**src/rtl/refsw_pkg.sv**
```systemverilog
package refsw_pkg;
  localparam int unsigned NUM_REF = 2;

  typedef enum logic {
    REF_0 = 1'b0,
    REF_1 = 1'b1
  } ref_id_e;

  function automatic ref_id_e other_ref(input ref_id_e r);
    return (r == REF_0) ? REF_1 : REF_0;
  endfunction
endpackage

```
**src/rtl/refsw_edge_sync.sv**
```systemverilog
module refsw_edge_sync #(
  parameter int unsigned STAGES = 2
) (
  input  logic clk,
  input  logic rst,
  input  logic raw,
  output logic rise
);
  // STAGES synchronizer flops plus one history flop for edge detection
  logic [STAGES:0] sh;

  always_ff @(posedge clk) begin
    if (rst) sh <= '0;
    else     sh <= {sh[STAGES-1:0], raw};
  end

  assign rise = sh[STAGES-1] & ~sh[STAGES];
endmodule

```
**src/rtl/refsw_miss_det.sv**
```systemverilog
module refsw_miss_det #(
  parameter int unsigned FAIL_CYC  = 8,
  parameter int unsigned BLANK_CYC = 16
) (
  input  logic clk,
  input  logic rst,
  input  logic edge_seen,
  input  logic restart,
  output logic ref_fail
);
  localparam int unsigned MW = $clog2(FAIL_CYC + 1);
  localparam int unsigned BW = $clog2(BLANK_CYC + 1);
  localparam logic [MW-1:0] MISS_MAX  = MW'(FAIL_CYC);
  localparam logic [BW-1:0] BLANK_MAX = BW'(BLANK_CYC);

  logic [MW-1:0] miss_cnt;
  logic [BW-1:0] blank_cnt;

  always_ff @(posedge clk) begin
    if (rst) begin
      miss_cnt  <= '0;
      blank_cnt <= BLANK_MAX;
    end else if (restart) begin
      miss_cnt  <= '0;
      blank_cnt <= BLANK_MAX;
    end else if (blank_cnt != '0) begin
      miss_cnt  <= '0;
      blank_cnt <= blank_cnt - 1'b1;
    end else if (edge_seen) begin
      miss_cnt  <= '0;
    end else if (miss_cnt != MISS_MAX) begin
      miss_cnt  <= miss_cnt + 1'b1;
    end
  end

  assign ref_fail = (miss_cnt == MISS_MAX);

  // a select change restarts the count
  p_restart_clears_r8: assert property (@(posedge clk) disable iff (rst)
    restart |=> (miss_cnt == '0));

  // once failed, stays failed until an edge or a restart
  p_fail_holds_r5: assert property (@(posedge clk) disable iff (rst)
    (ref_fail && !edge_seen && !restart && blank_cnt == '0) |=> ref_fail);
endmodule

```
**src/rtl/refsw_sel_fsm.sv**
```systemverilog
module refsw_sel_fsm
  import refsw_pkg::*;
(
  input  logic    clk,
  input  logic    rst,
  input  logic    auto_en,
  input  logic    man_sel,
  input  logic    ref_fail,
  output ref_id_e sel,
  output logic    sel_chg
);
  logic    auto_q;
  logic    armed, armed_d;
  ref_id_e sel_d;

  always_comb begin
    sel_d   = sel;
    armed_d = armed;
    if (!auto_en) begin
      sel_d   = ref_id_e'(man_sel);
      armed_d = 1'b0;
    end else if (!auto_q) begin
      sel_d   = ref_id_e'(man_sel);
      armed_d = 1'b1;
    end else if (armed && ref_fail) begin
      sel_d   = other_ref(sel);
      armed_d = 1'b0;
    end
  end

  assign sel_chg = (sel_d != sel);

  always_ff @(posedge clk) begin
    if (rst) begin
      sel    <= REF_0;
      armed  <= 1'b0;
      auto_q <= 1'b0;
    end else begin
      sel    <= sel_d;
      armed  <= armed_d;
      auto_q <= auto_en;
    end
  end

  // manual mode follows the select pin
  p_manual_follow_r2: assert property (@(posedge clk) disable iff (rst)
    !auto_en |=> (sel == ref_id_e'($past(man_sel))));

  // no further move once the permit is spent
  p_one_switch_r7: assert property (@(posedge clk) disable iff (rst)
    (auto_en && auto_q && !armed) |=> $stable(sel));

  // armed auto mode with a failure always moves
  p_switch_on_fail_r6: assert property (@(posedge clk) disable iff (rst)
    (auto_en && auto_q && armed && ref_fail) |=> (sel != $past(sel)));
endmodule

```
**src/rtl/refsw_ctrl.sv**
```systemverilog
module refsw_ctrl
  import refsw_pkg::*;
#(
  parameter int unsigned FAIL_CYC    = 8,
  parameter int unsigned BLANK_CYC   = 16,
  parameter int unsigned SYNC_STAGES = 2
) (
  input  logic               clk,
  input  logic               rst,
  input  logic [NUM_REF-1:0] ref_clk,
  input  logic               auto_en,
  input  logic               man_sel,
  input  logic               init_req,
  input  logic               nbw_req,
  input  logic               lock_lost,
  output logic               mux_sel,
  output logic               sel_ack,
  output logic               bw_narrow,
  output logic               ref_fail,
  output logic               lol_flag,
  output logic               hitless_trig
);
  logic [NUM_REF-1:0] rise;
  ref_id_e            sel;
  logic               sel_chg;
  logic               hs_pend;
  logic               lol_rise;

  for (genvar g = 0; g < NUM_REF; g++) begin : g_sync
    refsw_edge_sync #(.STAGES(SYNC_STAGES)) u_sync (
      .clk  (clk),
      .rst  (rst),
      .raw  (ref_clk[g]),
      .rise (rise[g])
    );
  end

  refsw_miss_det #(.FAIL_CYC(FAIL_CYC), .BLANK_CYC(BLANK_CYC)) u_miss (
    .clk       (clk),
    .rst       (rst),
    .edge_seen (rise[sel]),
    .restart   (sel_chg),
    .ref_fail  (ref_fail)
  );

  refsw_sel_fsm u_fsm (
    .clk      (clk),
    .rst      (rst),
    .auto_en  (auto_en),
    .man_sel  (man_sel),
    .ref_fail (ref_fail),
    .sel      (sel),
    .sel_chg  (sel_chg)
  );

  assign mux_sel   = sel;
  assign sel_ack   = sel;
  assign bw_narrow = nbw_req & ~init_req;
  assign lol_rise  = lock_lost & ~lol_flag;

  always_ff @(posedge clk) begin
    if (rst) begin
      lol_flag     <= 1'b0;
      hs_pend      <= 1'b0;
      hitless_trig <= 1'b0;
    end else begin
      lol_flag     <= lock_lost;
      hitless_trig <= lol_rise & (hs_pend | sel_chg);
      hs_pend      <= lol_rise ? 1'b0 : (hs_pend | sel_chg);
    end
  end

  // trigger is a single-cycle pulse
  p_trig_one_cycle_r10: assert property (@(posedge clk) disable iff (rst)
    hitless_trig |=> !hitless_trig);

  // registered loss-of-lock flag
  p_lol_tracks_r11: assert property (@(posedge clk) disable iff (rst)
    1'b1 |=> (lol_flag == $past(lock_lost)));
endmodule

```
**config.mk**
```make
export PLATFORM = sky130hd
export DESIGN_NAME = refsw_ctrl
export DESIGN_NICKNAME = d
export VERILOG_FILES = /design/src/rtl/refsw_pkg.sv /design/src/rtl/refsw_edge_sync.sv /design/src/rtl/refsw_miss_det.sv /design/src/rtl/refsw_sel_fsm.sv /design/src/rtl/refsw_ctrl.sv
export SDC_FILE = /design/constraint.sdc
export NUM_CORES = 1
export LEC_CHECK = 0
export BUFFER_PORTS_ARGS = -buffer_cell sky130_fd_sc_hd__buf_4
export CAP_MARGIN = 20
export CORE_UTILIZATION = 50
export DETAILED_ROUTE_END_ITERATION = 12
export PLACE_DENSITY = 0.72
export SYNTH_ARGS = -nofsm -noshare
export SYNTH_HDL_FRONTEND = slang
export SYNTH_SLANG_ARGS = --single-unit
```
**constraint.sdc**
```tcl
create_clock -name clk -period 3.3 [get_ports clk]
set_input_delay 0.99 -clock clk [delete_from_list [all_inputs] [get_ports clk]]
set_output_delay 0.99 -clock clk [all_outputs]
set_load 0.03 [all_outputs]
```
==> results.md, run 1 <==
* Outcome: finished, final reports clean
* Syn Nets at just over 100
* Global Route Usage Sum at between 15 and 20%
* Dpl cell area at a little over 1000 sq um
* Clk root buf: clkbuf_4
* Clk_skew at 0.003527 ns
* Total gr overflow at 0
* CTS Hold Bufs at 0
* Critical Path Source Type: flip-flop
* Die Y at 44.60 um
* Yosys warns at 0
* Clock sinks at 21
* Crit-path cells: inv_1, ha_1, nand3b_1, inv_1, buf_4
* Final Cell Area at 1060 sq um
* Hpwl dp at roughly 1100 um
* Syn Area/Cell at ~10 sq um
* Worst-margin pin slew at ~0.43 ns
* Initial antenna violation count at 0
* R2R Setup Slk at approximately 1.7 ns
* IO Port Bufs at 14
* Final setup viols at 0
* Final Hold Vio Count at 0
* Pins over their slew limit at 0
* Htree depth at 1
* Largest net degree at the start of global routing at 14
* Switch Pwr at about 0.14 mW
* Final nets at 118
* Sequential area share after synthesis at a little under half
* Post_cts resized at 0
* Synth-to-layout area growth at 16.83%
* Hold path depth at 1
* Total power at just over 0.5 mW
* Crit-path max cell delay at 0.38 ns
* Placed insts at between 100 and 150
* Fin crit share at 73.05%
* R2r startpoint: u_miss.blank_cnt[0]
* Detailed-route via count at between 600 and 700
* Clk slew on worst S/H paths at about 0.12 ns
* Drt drc at 0
* Hold Startpoint: g_sync[0].u_sync.sh[0]
* # IOs at 15
* Postcts setup bufs at 0
* Clock power frac at 23.6%
* CTS max path bufs at 2
* Pre-CTS setup slack at around 0.94 ns
* Clock insertion delay at the later pin of the skew report at roughly 0.30 ns
* DR pass1 iterations at 4
* Wirelength, routed at between 1000 and 1500 um
* Register area at 420.4 sq um
* Setup TNS at 0 ns
* Most frequent CP cell: inv_1
* Detail-routed via count per cell at a little over 5
* WL/cell at between 10 and 15 um
* Worst R2R End: u_miss.miss_cnt[1]
* Worst setup margin at approximately 0.89 ns
* Leak at between 0.4 and 0.5 nW
* Slew headroom at 71.56%
* Critical-path top delay cell: dfxtp_1
* Max-cap violations at 0
* Net Sw Frac at between 20% and 30%
* Hold_ws at 0.4574 ns
* Internal Power at between 0.3 and 0.4 mW
* Logic pwr share at 20.2%
* CP Max Fanout at 3
* Total die area at roughly 2000 sq um
* Worst Path Required at about 2.3 ns
* Seq pwr share at 56.2%
* CP Buf/Inv Count at 3
* Layout cell share with drive strength beyond 1 at a little under a quarter
* Cell Pwr Density at between 400 and 500 nW/um^2
* F_max at just over 0.4 GHz
* Peak VDD IR at 0.3383 mV
* Crit. End Element: primary output
* Antenna diodes at 0
* Worst R2R Path Depth at 5
* Die Wd at around 45 um
* # rows at 15
* CP top delay family: flip-flops
* Hold EP: g_sync[0].u_sync.sh[1]
* CTS buffer count at 3
* Synthesized instance count at ~90
* Gp weighted congestion at ~0.80
* Number of global-route vias before repair at around 550
* Initial Util at a little over half
* Non-filler cells, final at ~130
* RSZ-0062 raised after global routing: no
* Worst path arrival time at about 1.4 ns
* Synthesized area at approximately 910 sq um
* Tmin final at around 2.4 ns
* Synth cell types at 31
* Fin util at 62.05%
* Number of filler cells placed in the layout at between 150 and 200
* Post-DRT Antenna Nets at 0
* Kind of critical path: reg2out
* Synthesized flop and latch total at 21
* CTS tree: built
* Area occupied by multi-input gates at ~450 sq um
* Global-route wire length before repair at 2352 um
* Placeable Area at between 1500 and 2000 sq um
* HP Class: reg2reg
* DRT iter0 DRCs at 14
-- routing by layer --
layer,GRT usage [%],vias up,wire (um)
met5,0,-,0
met4,10.91,0,37
met3,2.449,4,39
met2,25.59,11,657
met1,21.72,305,681
li1,-,334,-
-- synth_stat cells --
cell | instances | area [sq um]
dfxtp_1 | 21 | 420.4
nor2b_1 | 9 | 56.30
inv_1 | 7 | 26.28
nor3_1 | 6 | 30.03
ha_1 | 4 | 50.05
nand2_1 | 4 | 15.01
a21oi_1 | 3 | 15.01
nand3b_1 | 3 | 22.52
xnor2_1 | 3 | 26.28
xor2_1 | 3 | 26.28
a211oi_1 | 2 | 15.01
nand2b_1 | 2 | 12.51
nor2_1 | 2 | 7.510
or3b_2 | 2 | 17.52
a2111oi_2 | 1 | 15.01
a211o_1 | 1 | 8.760
a21boi_0 | 1 | 7.510
a21o_1 | 1 | 7.510
a221oi_1 | 1 | 8.760
a2bb2oi_2 | 1 | 15.01
a311oi_1 | 1 | 8.760
and3b_1 | 1 | 8.760
buf_4 | 1 | 7.510
clkbuf_1 | 1 | 3.750
mux2i_1 | 1 | 10.01
nand3_1 | 1 | 5.000
nand4b_2 | 1 | 15.01
nor4b_4 | 1 | 23.77
o211ai_1 | 1 | 7.510
or2_1 | 1 | 6.260
or2b_1 | 1 | 7.510
-- layout make-up --
class	instances	share of cell area (%)
Clock inverter	1	0.4723
Tap cell	25	2.952
Inverter	7	2.479
Sequential cell	21	39.67
Clock buffer	3	2.125
Timing Repair Buffer	14	9.917
Multi-Input combinational cell	58	42.38
-- power by group through the flow --
stage / Combinational [mW] / Sequential (mW) / Clock [mW]
2_1_floorplan: 0.0761 / 0.297 / 0
3_3_place_gp: 0.101 / 0.295 / 0
3_5_place_dp: 0.105 / 0.296 / 0
4_1_cts: 0.106 / 0.290 / 0.129
5_1_grt: 0.116 / 0.293 / 0.139
6_report: 0.105 / 0.290 / 0.122
-- cell usage in the layout, fill, tap and decap left out, types with 3 or more instances in the layout --
cell,count
a21oi_1,3
buf_4,14
clkbuf_4,3
dfxtp_1,21
ha_1,4
inv_1,7
nand2_1,4
nand3b_1,3
nor2b_1,9
nor3_1,6
xnor2_1,3
xor2_1,3
-- kinds of logic after synthesis --
kind of cell | synth area share, %
mux | 1.103
compound gates | 12.00
flops | 46.34
simple gates | 25.10
buf+inv | 4.138
xor+xnor | 5.794
fa+ha+maj | 5.517
-- registers in the layout, indices dropped and copies added (netlist names) --
name	flops
g_sync.u_sync.sh	6
u_miss.blank_cnt	5
u_miss.miss_cnt	4
hitless_trig	1
hs_pend	1
lol_flag	1
u_fsm.armed	1
u_fsm.auto_q	1
u_fsm.sel	1
-- worst max path at each step --
stage,startpoint,depth (start not counted),endpoint
after CTS,u_miss.miss_cnt[0],5,ref_fail
after global placement,nbw_req,3,bw_narrow
after floorplan,nbw_req,1,bw_narrow
final,u_miss.miss_cnt[0],5,ref_fail
after global routing,u_miss.miss_cnt[0],5,ref_fail
after detailed placement,nbw_req,3,bw_narrow
Power figures use the tool's default switching activity.
==> run 2, diff against run 1 <==
--- a/config.mk
+++ b/config.mk
@@ -5,8 +5,10 @@
 export SDC_FILE = /design/constraint.sdc
 export NUM_CORES = 1
 export LEC_CHECK = 0
+export ABC_AREA = 1
 export BUFFER_PORTS_ARGS = -buffer_cell sky130_fd_sc_hd__buf_4
 export CAP_MARGIN = 20
+export CORE_ASPECT_RATIO = 0.7
 export CORE_UTILIZATION = 50
 export DETAILED_ROUTE_END_ITERATION = 12
 export PLACE_DENSITY = 0.72
==> constraint.sdc (replaced) <==
create_clock -name clk -period 2.4 [get_ports clk]
set_input_delay 0.72 -clock clk [delete_from_list [all_inputs] [get_ports clk]]
set_output_delay 0.72 -clock clk [all_outputs]
set_load 0.03 [all_outputs]
==> results.md, run 2 <==
* Peak VDD IR at roughly 0.38 mV
* Number of filler cells placed in the layout at ~160
* Async set or reset register ratio after synthesis at 0%
* Worst path arrival time at about 1.4 ns
* F_max at approximately 0.47 GHz
* Synth cell types at 26
* Worst Path Required at ~1.7 ns
* Setup TNS at 0 ns
* Post_cts resized at 0
* Dpl cell area at around 1100 sq um
* Number of global-route vias before repair at 603
* Most frequent cell after synthesis: inv_1
* # rows at 12
* Die Y at roughly 39 um
* Pins over their slew limit at 0
* Clk_skew at between 0.004 and 0.005 ns
* Sequential area share after synthesis at 43.81%
* Postcts setup bufs at 0
* Critical Path Source Type: flip-flop
* HP Class: reg2reg
* Outcome: finished, final reports clean
* R2r startpoint: u_miss.blank_cnt[0]
* Logic pwr share at 20.1%
* Antenna diodes at 0
* Crit. End Element: primary output
* Htree depth at 1
* Wirelength, routed at 1462 um
* Global-route wire length before repair at 2435 um
* Final setup viols at 0
* Syn Nets at approximately 130
* # IOs at 15
* RSZ-0062 raised after global routing: no
* Critical-path top delay cell: dfxtp_1
* Synthesized instance count at approximately 120
* Worst-margin pin slew at about 0.36 ns
* Final Cell Area at 1102 sq um
* Post-synth EDFFs at 0
* Yosys warns at 0
* CTS max path bufs at 2
* Tmin final at 2.106 ns
* Synth-to-layout area growth at 14.86%
* Synthesized flop and latch total at 21
* Cell Pwr Density at 630.3 nW/um^2
* CTS Hold Bufs at 0
* Hpwl dp at roughly 1100 um
* Switch Pwr at 0.1993 mW
* Gp weighted congestion at 0.7153
* Final nets at between 100 and 150
* Kind of critical path: reg2out
* Die Wd at approximately 54 um
* Post-DRT Antenna Nets at 0
* Worst R2R End: u_miss.miss_cnt[0]
* Layout cell share with drive strength beyond 1 at approximately a fifth
* Hold EP: g_sync[1].u_sync.sh[1]
* Clock power frac at 23.7%
* R2R Setup Slk at 1.05 ns
* CP Max Fanout at 5
* Clock sinks at 21
* Most flops, register: g_sync.u_sync.sh
* Leak at 0.5460 nW
* Clk slew on worst S/H paths at between 0.1 and 0.15 ns
* Detail-routed via count per cell at approximately 4.6
* Max reg flops at 6
* Detailed-route via count at between 600 and 700
* Most area-hungry cell type in the Yosys netlist: dfxtp_1
* Largest net degree at the start of global routing at 12
* Max-cap violations at 0
* Global Route Usage Sum at 17.44%
* Commonest cells in the netlist: inv_1 (25), dfxtp_1 (21), nor2_1 (20), nand2_1 (9), o21ai_0 (5)
* Total die area at 2101 sq um
* CTS tree: built
* Placeable Area at about 1700 sq um
* Clk root buf: clkbuf_4
* Hold path depth at 2
* Net Sw Frac at between 20% and 30%
* Ys flop type: dfxtp_1
* WL/cell at 9.618 um
* DR pass1 iterations at 4
* Hold Startpoint: g_sync[1].u_sync.sh[0]
* Crit-path cells: inv_1, ha_1, nand3_1, inv_2, buf_4
* Initial Util at ~57%
* Commonest non-fill, non-tap cell in the layout: inv_1
* Top-area cell type share of the netlist area at 43.81%
* Worst Setup SP: u_miss.miss_cnt[0]
* Synthesized area at ~960 sq um
* Clock insertion delay at the later pin of the skew report at approximately 0.3 ns
* Largest regs: g_sync.u_sync.sh (6), u_miss.blank_cnt (5), u_miss.miss_cnt (4)
* Final Hold Vio Count at 0
* Fin crit share at between 80% and 90%
* Synth top area cells: dfxtp_1 (44%), inv_1 (9.8%), nor2_1 (7.8%)
* Slew headroom at about three quarters
* Seq pwr share at ~56%
* Syn Area/Cell at between 8 and 9 sq um
* Drt drc at 0
* Total gr overflow at 0
* Crit-path max cell delay at ~0.4 ns
* IO Port Bufs at 14
* Internal Power at 0.4955 mW
* Initial antenna violation count at 0
* Most frequent cells in the layout: inv_1 (25), dfxtp_1 (21), nor2_1 (20)
* CTS buffer count at 3
* DRT iter0 DRCs at 9
* Worst R2R Path Depth at 8
-- run 2: cell types whose count changed after synthesis, moves of 3 or more --
cell and delta:
inv_1 +18, nand2_1 +5, nand3b_1 -3, nor2_1 +18, nor2b_1 -9, nor3_1 -4
o21ai_0 +5
-- run 2: power by group through the flow --
| stage | clock, mW | combinational, mW | sequential [mW] |
|---|---|---|---|
| finish | 0.164 | 0.140 | 0.391 |
| global route | 0.188 | 0.158 | 0.394 |
| CTS | 0.173 | 0.141 | 0.391 |
| detailed placement | 0 | 0.140 | 0.399 |
| global placement | 0 | 0.135 | 0.398 |
| floorplan | 0 | 0.104 | 0.402 |
-- run 2: area by class of cell --
type	count	area, sq um	area share [%]
clock buffers	4	26.28	2.384
inverters	26	97.59	8.854
multi-input cells	66	426.7	38.71
flip-flops and latches	21	420.4	38.14
well taps	21	26.28	2.384
repair buffers	14	105.1	9.535
-- run 2: critical path, delay by kind of cell (launching register included) --
kind                     cells  cell delay [ns]
flip-flops                   1             0.41
buffers and inverters        3             0.27
adder cells (fa/ha/maj)      1             0.22
AND/OR/NAND/NOR              1             0.18
-- run 2: through the flow --
stage	utilization (%)	hold slack (ns)	cells	setup WS, ns	power [mW]
floorplan	-	0.3883	115	0.5381	0.5054
CTS	64.97	0.4184	152	0.2741	0.7052
finish	64.97	0.4140	152	0.2945	0.6948
global placement	63.42	0.3943	148	0.6057	0.5336
global route	64.97	0.4428	152	0.1903	0.7399
detailed placement	63.42	0.4006	148	0.5970	0.5394
-- run 2: layer usage --
metal | up-vias | GRT usage, % | share of wire (%)
met2 | 14 | 25.30 | 42
met5 | - | 0 | 0
met4 | 0 | 5.769 | 0.89
met3 | 2 | 8.235 | 5.1
li1 | 382 | - | -
met1 | 298 | 22.49 | 52
-- run 2: worst max-delay path by stage --
| stage | cells after the start | slack [ns] | endpoint |
|---|---|---|---|
| 2_1_floorplan | 2 | 0.54 | bw_narrow |
| 6_report | 5 | 0.29 | ref_fail |
| 3_5_place_dp | 3 | 0.60 | bw_narrow |
| 4_1_cts | 5 | 0.27 | ref_fail |
| 3_3_place_gp | 3 | 0.61 | bw_narrow |
| 5_1_grt | 5 | 0.19 | ref_fail |
-- run 2: kinds of logic (layout without fill, tap and decap cells) --
kind of cell,count (synthesis),after routing,share of synthesized area [%]
xor gates and xnor gates,5,5,4.563
AOI/OAI and AO/OA,13,13,9.126
and+or+nand+nor,43,43,24.51
buffers and inverters,28,44,11.73
adders and majority gates,4,4,5.215
DFF,21,21,43.81
muxes,1,1,1.043
